## config.mk

```make
export PLATFORM = sky130hd
export DESIGN_NAME = tmr_ccp_pair
export DESIGN_NICKNAME = d
export VERILOG_FILES = /design/src/rtl/tmr_ccp_pkg.sv /design/src/rtl/tmr_ccp_cnt.sv /design/src/rtl/tmr_ccp_chan.sv /design/src/rtl/tmr_ccp_pair.sv
export SDC_FILE = /design/constraint.sdc
export NUM_CORES = 1
export LEC_CHECK = 0
export BUFFER_PORTS_ARGS = -buffer_cell sky130_fd_sc_hd__buf_4
export CAP_MARGIN = 30
export CORE_MARGIN = 8
export CORE_UTILIZATION = 57
export CTS_BUF_LIST = sky130_fd_sc_hd__clkbuf_8
export DETAILED_ROUTE_END_ITERATION = 10
export GPL_ROUTABILITY_DRIVEN = 0
export PLACE_DENSITY = 0.75
export SLEW_MARGIN = 0
export SYNTH_ARGS = -nofsm -noshare
export SYNTH_HDL_FRONTEND = slang
export SYNTH_SLANG_ARGS = --single-unit
```

## constraint.sdc

```tcl
create_clock -name clk -period 1.7 [get_ports clk]
set_input_delay 0.34 -clock clk [delete_from_list [all_inputs] [get_ports clk]]
set_output_delay 0.34 -clock clk [all_outputs]
set_load 0.05 [all_outputs]
```

## src/rtl/tmr_ccp_pkg.sv

```systemverilog
package tmr_ccp_pkg;
  localparam int DW = 8;
  localparam int AW = 3;
  localparam int RW = 16;
  localparam int NCH = 2;

  // control register bit positions (software decodes this layout)
  localparam int B_FLAG = 7;
  localparam int B_IE   = 6;
  localparam int B_BUF  = 5;
  localparam int B_CSEL = 4;
  localparam int B_EHI  = 3;
  localparam int B_ELO  = 2;
  localparam int B_TOG  = 1;
  localparam int B_FHI  = 0;

  localparam logic [AW-1:0] A_CNT_HI = 3'd6;
  localparam logic [AW-1:0] A_CNT_LO = 3'd7;

  function automatic logic [AW-1:0] ctl_addr(input int ch);
    return AW'(3 * ch);
  endfunction

  typedef enum logic [1:0] {
    EDGE_OFF  = 2'b00,
    EDGE_RISE = 2'b01,
    EDGE_FALL = 2'b10,
    EDGE_ANY  = 2'b11
  } edge_sel_e;
endpackage

```

## src/rtl/tmr_ccp_cnt.sv

```systemverilog
module tmr_ccp_cnt #(
  parameter int CNT_W = 16
) (
  input  logic             clk,
  input  logic             rst_n,
  input  logic             step,
  output logic [CNT_W-1:0] cnt,
  output logic             wrap
);
  assign wrap = step && (cnt == {CNT_W{1'b1}});

  always_ff @(posedge clk) begin
    if (!rst_n)    cnt <= '0;
    else if (step) cnt <= cnt + 1'b1;
  end
endmodule

```

## src/rtl/tmr_ccp_chan.sv

```systemverilog
module tmr_ccp_chan
  import tmr_ccp_pkg::*;
#(
  parameter int CNT_W   = 16,
  parameter bit HAS_BUF = 1'b1
) (
  input  logic             clk,
  input  logic             rst_n,
  input  logic [CNT_W-1:0] cnt,
  input  logic             cnt_step,
  input  logic             cnt_wrap,
  input  logic             cap_pin,
  input  logic             force_off,
  input  logic [RW-1:0]    cmp_ref,
  input  logic             ctl_wr,
  input  logic             ctl_rd,
  input  logic             hi_wr,
  input  logic             lo_wr,
  input  logic [DW-1:0]    wdata,
  output logic [DW-1:0]    ctl_q,
  output logic [RW-1:0]    cmp_q,
  output logic             pin_out,
  output logic             pin_oe,
  output logic             evt
);
  localparam logic [DW-2:0] WMASK = HAS_BUF ? 7'h7F : 7'h5F;

  logic [DW-2:0] bits;
  logic          flag, armed, lvl;
  logic          s1, s2, prev;
  edge_sel_e     esel;
  logic          enabled, cmp_mode, cap_act, cmp_act;
  logic          rise, fall, cap_hit, match;
  logic [RW-1:0] cnt_x;

  assign esel     = edge_sel_e'(bits[B_EHI:B_ELO]);
  assign enabled  = (esel != EDGE_OFF) && !force_off;
  assign cmp_mode = bits[B_CSEL] || bits[B_BUF];
  assign cap_act  = enabled && !cmp_mode;
  assign cmp_act  = enabled && cmp_mode;
  assign cnt_x    = RW'(cnt);

  assign rise = s2 && !prev;
  assign fall = !s2 && prev;
  always_comb begin
    unique case (esel)
      EDGE_RISE: cap_hit = cap_act && rise;
      EDGE_FALL: cap_hit = cap_act && fall;
      EDGE_ANY:  cap_hit = cap_act && (rise || fall);
      default:   cap_hit = 1'b0;
    endcase
  end
  assign match = cmp_act && cnt_step && (cmp_ref == cnt_x);
  assign evt   = cap_hit || match;

  always_ff @(posedge clk) begin
    if (!rst_n) begin
      {s1, s2, prev} <= '0;
      bits  <= '0;
      flag  <= 1'b0;
      armed <= 1'b0;
      cmp_q <= '0;
      lvl   <= 1'b0;
    end else begin
      s1   <= cap_pin;
      s2   <= s1;
      prev <= s2;
      if (ctl_wr) bits <= wdata[DW-2:0] & WMASK;
      // flag handshake: event wins over the clearing write
      if (evt) flag <= 1'b1;
      else if (ctl_wr && !wdata[B_FLAG] && armed) flag <= 1'b0;
      if (evt || ctl_wr) armed <= 1'b0;
      else if (ctl_rd && flag) armed <= 1'b1;
      if (cap_hit) cmp_q <= cnt_x;
      else begin
        if (hi_wr) cmp_q[RW-1:DW] <= wdata;
        if (lo_wr) cmp_q[DW-1:0]  <= wdata;
      end
      if (!cmp_act)          lvl <= 1'b0;
      else if (bits[B_FHI])  lvl <= 1'b1;
      else if (match) begin
        unique case (esel)
          EDGE_RISE: lvl <= !lvl;
          EDGE_FALL: lvl <= 1'b0;
          default:   lvl <= 1'b1;
        endcase
      end else if (cnt_wrap && bits[B_TOG]) lvl <= !lvl;
    end
  end

  assign ctl_q   = {flag, bits};
  assign pin_out = lvl;
  assign pin_oe  = cmp_act;
endmodule

```

## src/rtl/tmr_ccp_pair.sv

```systemverilog
module tmr_ccp_pair
  import tmr_ccp_pkg::*;
#(
  parameter int CNT_W = 16
) (
  input  logic          clk,
  input  logic          rst_n,
  input  logic          cnt_en,
  input  logic [2:0]    reg_addr,
  input  logic          reg_wr,
  input  logic          reg_rd,
  input  logic [7:0]    reg_wdata,
  output logic [7:0]    reg_rdata,
  input  logic [1:0]    cap_in,
  output logic [1:0]    pin_out,
  output logic [1:0]    pin_oe,
  output logic          irq
);
  logic [CNT_W-1:0] cnt;
  logic             wrap;
  logic [DW-1:0]    ctl_q [NCH];
  logic [RW-1:0]    cmp_q [NCH];
  logic [RW-1:0]    cmp_ref [NCH];
  logic [NCH-1:0]   evt, irq_v;
  logic             buf_mode, buf_sel;
  logic [RW-1:0]    cnt_x;

  tmr_ccp_cnt #(.CNT_W(CNT_W)) u_cnt (
    .clk(clk), .rst_n(rst_n), .step(cnt_en), .cnt(cnt), .wrap(wrap)
  );

  assign buf_mode = ctl_q[0][B_BUF] && (ctl_q[0][B_EHI:B_ELO] != 2'b00);

  always_ff @(posedge clk) begin
    if (!rst_n || !buf_mode) buf_sel <= 1'b0;
    else if (wrap)           buf_sel <= !buf_sel;
  end

  assign cmp_ref[0] = (buf_mode && buf_sel) ? cmp_q[1] : cmp_q[0];
  assign cmp_ref[1] = cmp_q[1];

  for (genvar g = 0; g < NCH; g++) begin : g_ch
    localparam logic [AW-1:0] BASE = ctl_addr(g);
    tmr_ccp_chan #(.CNT_W(CNT_W), .HAS_BUF(g == 0)) u_chan (
      .clk(clk), .rst_n(rst_n),
      .cnt(cnt), .cnt_step(cnt_en), .cnt_wrap(wrap),
      .cap_pin(cap_in[g]),
      .force_off((g == 1) ? buf_mode : 1'b0),
      .cmp_ref(cmp_ref[g]),
      .ctl_wr(reg_wr && reg_addr == BASE),
      .ctl_rd(reg_rd && reg_addr == BASE),
      .hi_wr(reg_wr && reg_addr == BASE + 3'd1),
      .lo_wr(reg_wr && reg_addr == BASE + 3'd2),
      .wdata(reg_wdata),
      .ctl_q(ctl_q[g]), .cmp_q(cmp_q[g]),
      .pin_out(pin_out[g]), .pin_oe(pin_oe[g]), .evt(evt[g])
    );
    assign irq_v[g] = ctl_q[g][B_FLAG] && ctl_q[g][B_IE];
  end

  assign irq   = |irq_v;
  assign cnt_x = RW'(cnt);

  always_comb begin
    unique case (reg_addr)
      3'd0:     reg_rdata = ctl_q[0];
      3'd1:     reg_rdata = cmp_q[0][15:8];
      3'd2:     reg_rdata = cmp_q[0][7:0];
      3'd3:     reg_rdata = ctl_q[1];
      3'd4:     reg_rdata = cmp_q[1][15:8];
      3'd5:     reg_rdata = cmp_q[1][7:0];
      A_CNT_HI: reg_rdata = cnt_x[15:8];
      default:  reg_rdata = cnt_x[7:0];
    endcase
  end
endmodule

```

Word-level counts from Yosys, hierarchy flattened
Index checks and enable logic that the tools add are counted.
{"block": "totals", "register_bits": 74, "output_inout_bits": 13, "word_cells": 135, "inputBits": 18}
{"block": "classes", "n_eq_ne": 15, "reduce_logical": 76, "muxes": 22, "n_addsub": 1, "n_bitwise": 1}
{"op": "8-bit one-hot mux with 7 select lines", "n": 1}
{"op": "16-bit two-way mux", "n": 3}
{"op": "1-bit logical AND", "n": 40}
{"op": "16-bit == test", "n": 2}
{"op": "8-bit two-way mux", "n": 4}
{"op": "16-bit by 1-bit adder with 16-bit output (second input constant)", "n": 1}
{"op": "16-bit == test (second input constant)", "n": 1}
{"op": "2-bit nonzero test", "n": 8}
{"op": "1-bit logical NOT", "n": 12}
{"op": "1-bit two-way mux", "n": 10}
{"op": "3-bit == test (second input constant)", "n": 3}
{"op": "2-bit == test (second input constant)", "n": 4}
{"op": "1-bit logical OR", "n": 8}
{"op": "3-bit by 2-bit == test with 1-bit output (second input constant)", "n": 2}
{"op": "1-bit one-hot mux with 3 select lines", "n": 2}
{"op": "3-bit nonzero test", "n": 2}
{"op": "2-bit OR reduction", "n": 3}
{"op": "2-bit by 1-bit == test with 1-bit output (second input constant)", "n": 2}
{"op": "1-bit one-hot mux with 2 select lines", "n": 2}
{"op": "2-bit AND reduction", "n": 2}
{"op": "3-bit by 1-bit == test with 1-bit output (second input constant)", "n": 1}
{"op": "3-bit logical NOT", "n": 1}
{"op": "1-bit inverter", "n": 1}

Logic depth before layout (Yosys ltp)
{"block": "depth", "ltp_word": 10, "mapped_depth": 9, "depth_no_buf": 8}

Modules after synthesis
A second synthesis with hierarchy kept.
{"block": "unflattened", "hier_cells": 498, "area_unflattened_um2": 4669.5}
{"module": "tmr_ccp_chan (g_ch[0].u_chan)", "cells_per_inst": 154, "area_each_um2": 1532.7, "seq_area_each_um2": 580.6, "n_inst": 1}
{"module": "tmr_ccp_chan (g_ch[1].u_chan)", "cells_per_inst": 150, "area_each_um2": 1468.9, "seq_area_each_um2": 560.5, "n_inst": 1}
{"module": "tmr_ccp_pair", "cells_per_inst": 110, "area_each_um2": 878.3, "seq_area_each_um2": 20.0, "n_inst": 1}
{"module": "tmr_ccp_cnt", "cells_per_inst": 84, "area_each_um2": 789.5, "seq_area_each_um2": 320.3, "n_inst": 1}

Worst setup path before layout
OpenSTA, ideal clock, no wires.
{"block": "synth_timing", "kind": "input-to-output", "start": "input port reg_addr[2]", "end": "output port reg_rdata[2]", "arrival_ps": 1806, "t_required_ps": 1360, "setup_slack_ps": -446, "path_stages": 6, "n_path_buf": 2, "cell_sequence": "clkbuf_1 -> clkbuf_1 -> mux2i_1 -> nor3_1 -> a221oi_1 -> nor2_1"}
{"block": "synth_via", "elab_chain_len": 2, "word_cells_on_any_way": 8, "classes_between": "6 x eq/ne; 1 x mux; 1 x reduce/logical"}
{"item": "start: declaration", "line": "tmr_ccp_pair.sv:9", "text": "input logic [2:0] reg_addr,"}
{"item": "3-bit == test (tied with other cells)", "line": "tmr_ccp_pair.sv:65", "text": "unique case (reg_addr)"}
{"item": "8-bit one-hot mux with 7 select lines *", "line": "tmr_ccp_pair.sv:65"}
{"item": "end: declaration", "line": "tmr_ccp_pair.sv:13", "text": "output logic [7:0] reg_rdata,"}
Mark *: on every way between the ends. The rest lies on a longest branch, timed or not.

Worst setup path after layout
{"block": "layout_timing", "start": "register g_ch[0].u_chan.cmp_q[10]", "end": "output port reg_rdata[2]"}
{"block": "layout_via", "elab_chain_len": 1}
{"item": "start: declaration", "line": "tmr_ccp_chan.sv:21", "text": "output logic [RW-1:0] cmp_q,"}
{"item": "start signal: assignment", "line": "tmr_ccp_chan.sv:74", "text": "if (cap_hit) cmp_q <= cnt_x;"}
{"item": "start signal: indexed assignment", "line": "tmr_ccp_chan.sv:76", "text": "if (hi_wr) cmp_q[RW-1:DW] <= wdata;"}
{"item": "start signal: indexed assignment", "line": "tmr_ccp_chan.sv:77", "text": "if (lo_wr) cmp_q[DW-1:0] <= wdata;"}
{"item": "8-bit one-hot mux with 7 select lines", "line": "tmr_ccp_pair.sv:65"}
Every way passes these cells.

==> impl_metrics.json <==
{
  "ir_drop_v": 0.0005005,
  "synth-compound-area-share_pct": 17.70,
  "first_global_vias": 4769,
  "dpl.hpwl_um": 10890,
  "synth-seq-cells": 74,
  "clockRootBuffer": "clkbuf_8",
  "slew_violations": 0,
  "worstSetupPathType": "flip-flop to output pin",
  "synth.top_cell.area_share_pct": 33.65,
  "seqCellArea_mm2": 0.001546,
  "period_share_pct": 118.9,
  "h-tree-depth": 3,
  "dieArea_mm2": 0.01079,
  "cts_inserted_buffers": 9,
  "vias_per_cell": 6.800,
  "syn_inst": 524,
  "yosysTopAreaCell": "dfxtp_1",
  "hold_viol_final": 0,
  "finalClockSkew_ns": 0.02128,
  "period_minus_slack_ns": 2.021,
  "yosys.area_share.simple_pct": 18.93,
  "ys.flop_type": "dfxtp_1",
  "arrival_ns": 1.68,
  "worstHoldPathType": "input port to flip-flop",
  "start_kind": "flip-flop",
  "crit_required_ns": 1.36,
  "slew_headroom_pct": 68.28,
  "dieHeight_um": 103.9,
  "ant_nets": 0,
  "wl_per_cell_um": 25.36,
  "drive_above_1_share_pct": 43.96,
  "num_antenna_cells": 0,
  "r2r-end": "g_ch[0].u_chan.armed",
  "drc": 0,
  "pre_cts_ws_ns": -0.2529,
  "synth_edf_count": 0,
  "reg2reg_slack_ns": -0.28,
  "r2r-start": "u_cnt.cnt[15]",
  "synth_mux_area_share_pct": 13.07,
  "fmax_ghz": 0.4947,
  "failed_checks": "setup timing",
  "async_reset_ff_share_pct": 0,
  "endpoint_kind": "output pin",
  "antenna_found_initial": 1,
  "die_w_um": 103.9,
  "clk_path_buf_depth": 2,
  "worst_pin_slew_ns": 0.4740,
  "grt_max_degree": 36,
  "hold_depth": 2,
  "placementRows": 32,
  "leakage_nw": 2.920,
  "setup_viol": 27,
  "grt_overflow_total": 0,
  "hold_end": "g_ch[1].u_chan.s1",
  "ff2ff_path_depth": 9,
  "synth_top_family_by_area": "simple AND/OR/NAND/NOR gates",
  "ys.warnings.count": 0,
  "insertion_delay_ns": 0.36,
  "layout.nets": 681,
  "synthDistinctLibCells": 49,
  "crit_fanout": 2,
  "clkSlewWorstSetupHoldPaths_ns": 0.09,
  "avgSynthCellArea_um2": 8.403,
  "run_status": "finished with violations",
  "wirelength_um": 19380,
  "setup_tns_ns": -3.671,
  "rsz0062_at_grt": "true",
  "drv_cap": 0,
  "worst_slack_ns": -0.3215,
  "pin_count": 31,
  "grt_pass1_wl_um": 24250,
  "synth-seq-area-share_pct": 33.65,
  "areaGrowthSynthToFinish_pct": 46.49,
  "netlist_area_mm2": 0.004403,
  "min_from": "cap_in[1]",
  "fp.coreArea_mm2": 0.007607,
  "synth.net_count": 547,
  "numPortBuffers": 30,
  "multiInputGateArea_mm2": 0.003019,
  "cts_tree": "yes",
  "drt_iter0_markers": 716,
  "dr.pass1.iters": 7,
  "cts.sinks": 74,
  "synthXorXnorAreaFrac_pct": 8.554,
  "postCtsHoldBufs": 0,
  "initial_core_util_pct": 57.88,
  "grt_use_total_pct": 27.80,
  "power.density_mw_per_mm2": 608.1,
  "dr_total_vias": 5195,
  "synthAdderAreaFrac_pct": 1.421,
  "ys_top_cells_by_area": "dfxtp_1 34%, mux2i_1 12%, nor2_1 6.0%, xor2_1 6.0%, a211oi_1 5.6%",
  "fill_cells": 345
}
## area by class of cell
cell class              count  area share (%)
clock buffers               9           1.920
clock inverters             6           1.028
inverters                  11          0.6402
multi-input cells         390           46.81
flip-flops and latches     74           23.98
well taps                 102           1.979
repair buffers            172           23.65
## where the power goes
part	switching [mW]	internal [mW]	total, mW
registers	0.0426	1.76	1.80
logic	0.408	0.311	0.719
clock network	0.729	0.673	1.40
total	1.18	2.74	3.92
## registers in the layout, summed over array words and instances, names as in the netlist
name,cells
buf_sel,1
g_ch.u_chan.armed,2
g_ch.u_chan.bits,13
g_ch.u_chan.cmp_q,32
g_ch.u_chan.flag,2
g_ch.u_chan.pin_out,2
g_ch.u_chan.prev,2
g_ch.u_chan.s1,2
g_ch.u_chan.s2,2
u_cnt.cnt,16
## Yosys cell counts (2+ instances only)
cell / instances
nand4_1: 7
inv_1: 10
nand3_1: 7
xor2_1: 30
a211oi_1: 33
a21oi_1: 14
a221oi_1: 6
a22oi_1: 6
buf_4: 8
buf_2: 19
mux2_2: 4
nor2b_1: 10
dfxtp_1: 74
o211ai_1: 3
and3_1: 10
nor4_1: 6
ha_1: 5
nand2_1: 40
o22ai_1: 2
and2_1: 11
buf_6: 2
clkbuf_1: 20
o22a_1: 7
xnor2_1: 13
nand2b_1: 4
nor2_1: 70
a31oi_1: 8
nor3_1: 5
o211a_1: 2
o21ai_0: 15
o2111ai_1: 3
mux2i_1: 53
## worst max path at each step
stage | from | endpoint | slack, ns | cells past startpoint
floorplan | reg_addr[1] | reg_rdata[3] | 0.009 | 5
global placement | u_cnt.cnt[2] | g_ch[1].u_chan.pin_out | -0.22 | 7
detailed placement | reg_addr[1] | reg_rdata[4] | -0.25 | 7
CTS | g_ch[1].u_chan.bits[6] | reg_rdata[6] | -0.29 | 5
global route | g_ch[0].u_chan.cmp_q[14] | reg_rdata[6] | -0.40 | 5
finish | g_ch[0].u_chan.cmp_q[10] | reg_rdata[2] | -0.32 | 6
## critical path, cell delays in order (launching register included)
cell      delay [ns]
dfxtp_2         0.35
buf_4           0.14
mux2i_1         0.19
o21ai_0         0.13
a221oi_2        0.30
nor2_4          0.06
buf_8           0.15
## metrics by stage
| step | std cells | utilization, % | total power, mW | cell area (um2) | hold slack, ns |
|---|---|---|---|---|---|
| CTS | 754 | 80.08 | 3.806 | 6092 | 0.1875 |
| global placement | 727 | 73.06 | 2.413 | 5558 | 0.4138 |
| finish | 764 | 84.79 | 3.922 | 6450 | 0.1878 |
| global route | 764 | 84.79 | 3.988 | 6450 | 0.1907 |
| detailed placement | 727 | 73.06 | 2.433 | 5558 | 0.4238 |
| floorplan | 524 | - | 2.174 | 4507 | 0.4119 |
## cells by family after synthesis
family,count (synthesis)
AO/OA/AOI/OAI,108
XOR/XNOR,43
adder cells (fa/ha/maj),5
buffers and inverters,60
flip-flops,74
multiplexers,57
AND/OR/NAND/NOR,177
## timing repair
item / 4_1_cts / 5_1_grt
endpoints found under the hold margin: 0 / 0
resized for setup: 80 / 61
setup buffers: 13 / 6
gates cloned: 0 / 5
pin swaps: 22 / 27
setup endpoints to repair: 22 / 31
## layer usage
metal,global-route usage (%),share of wire [%]
met1,31.05,35
met2,45.46,44
met5,0,0
met4,19.54,7.9
met3,7.063,13
## cells in the final DEF, fill, tap and decap left out, types with 11 or more instances in the layout
master,synthesis,final
o21ai_0,15,11
xor2_1,30,27
nor2_1,70,63
buf_6,2,23
dfxtp_2,0,22
nand2_1,40,38
mux2i_1,53,52
a211oi_1,33,16
dfxtp_1,74,42
buf_4,8,136
a21oi_1,14,14
xnor2_1,13,13
a211oi_2,1,18
Note: power is estimated with default switching activity, not from simulation.
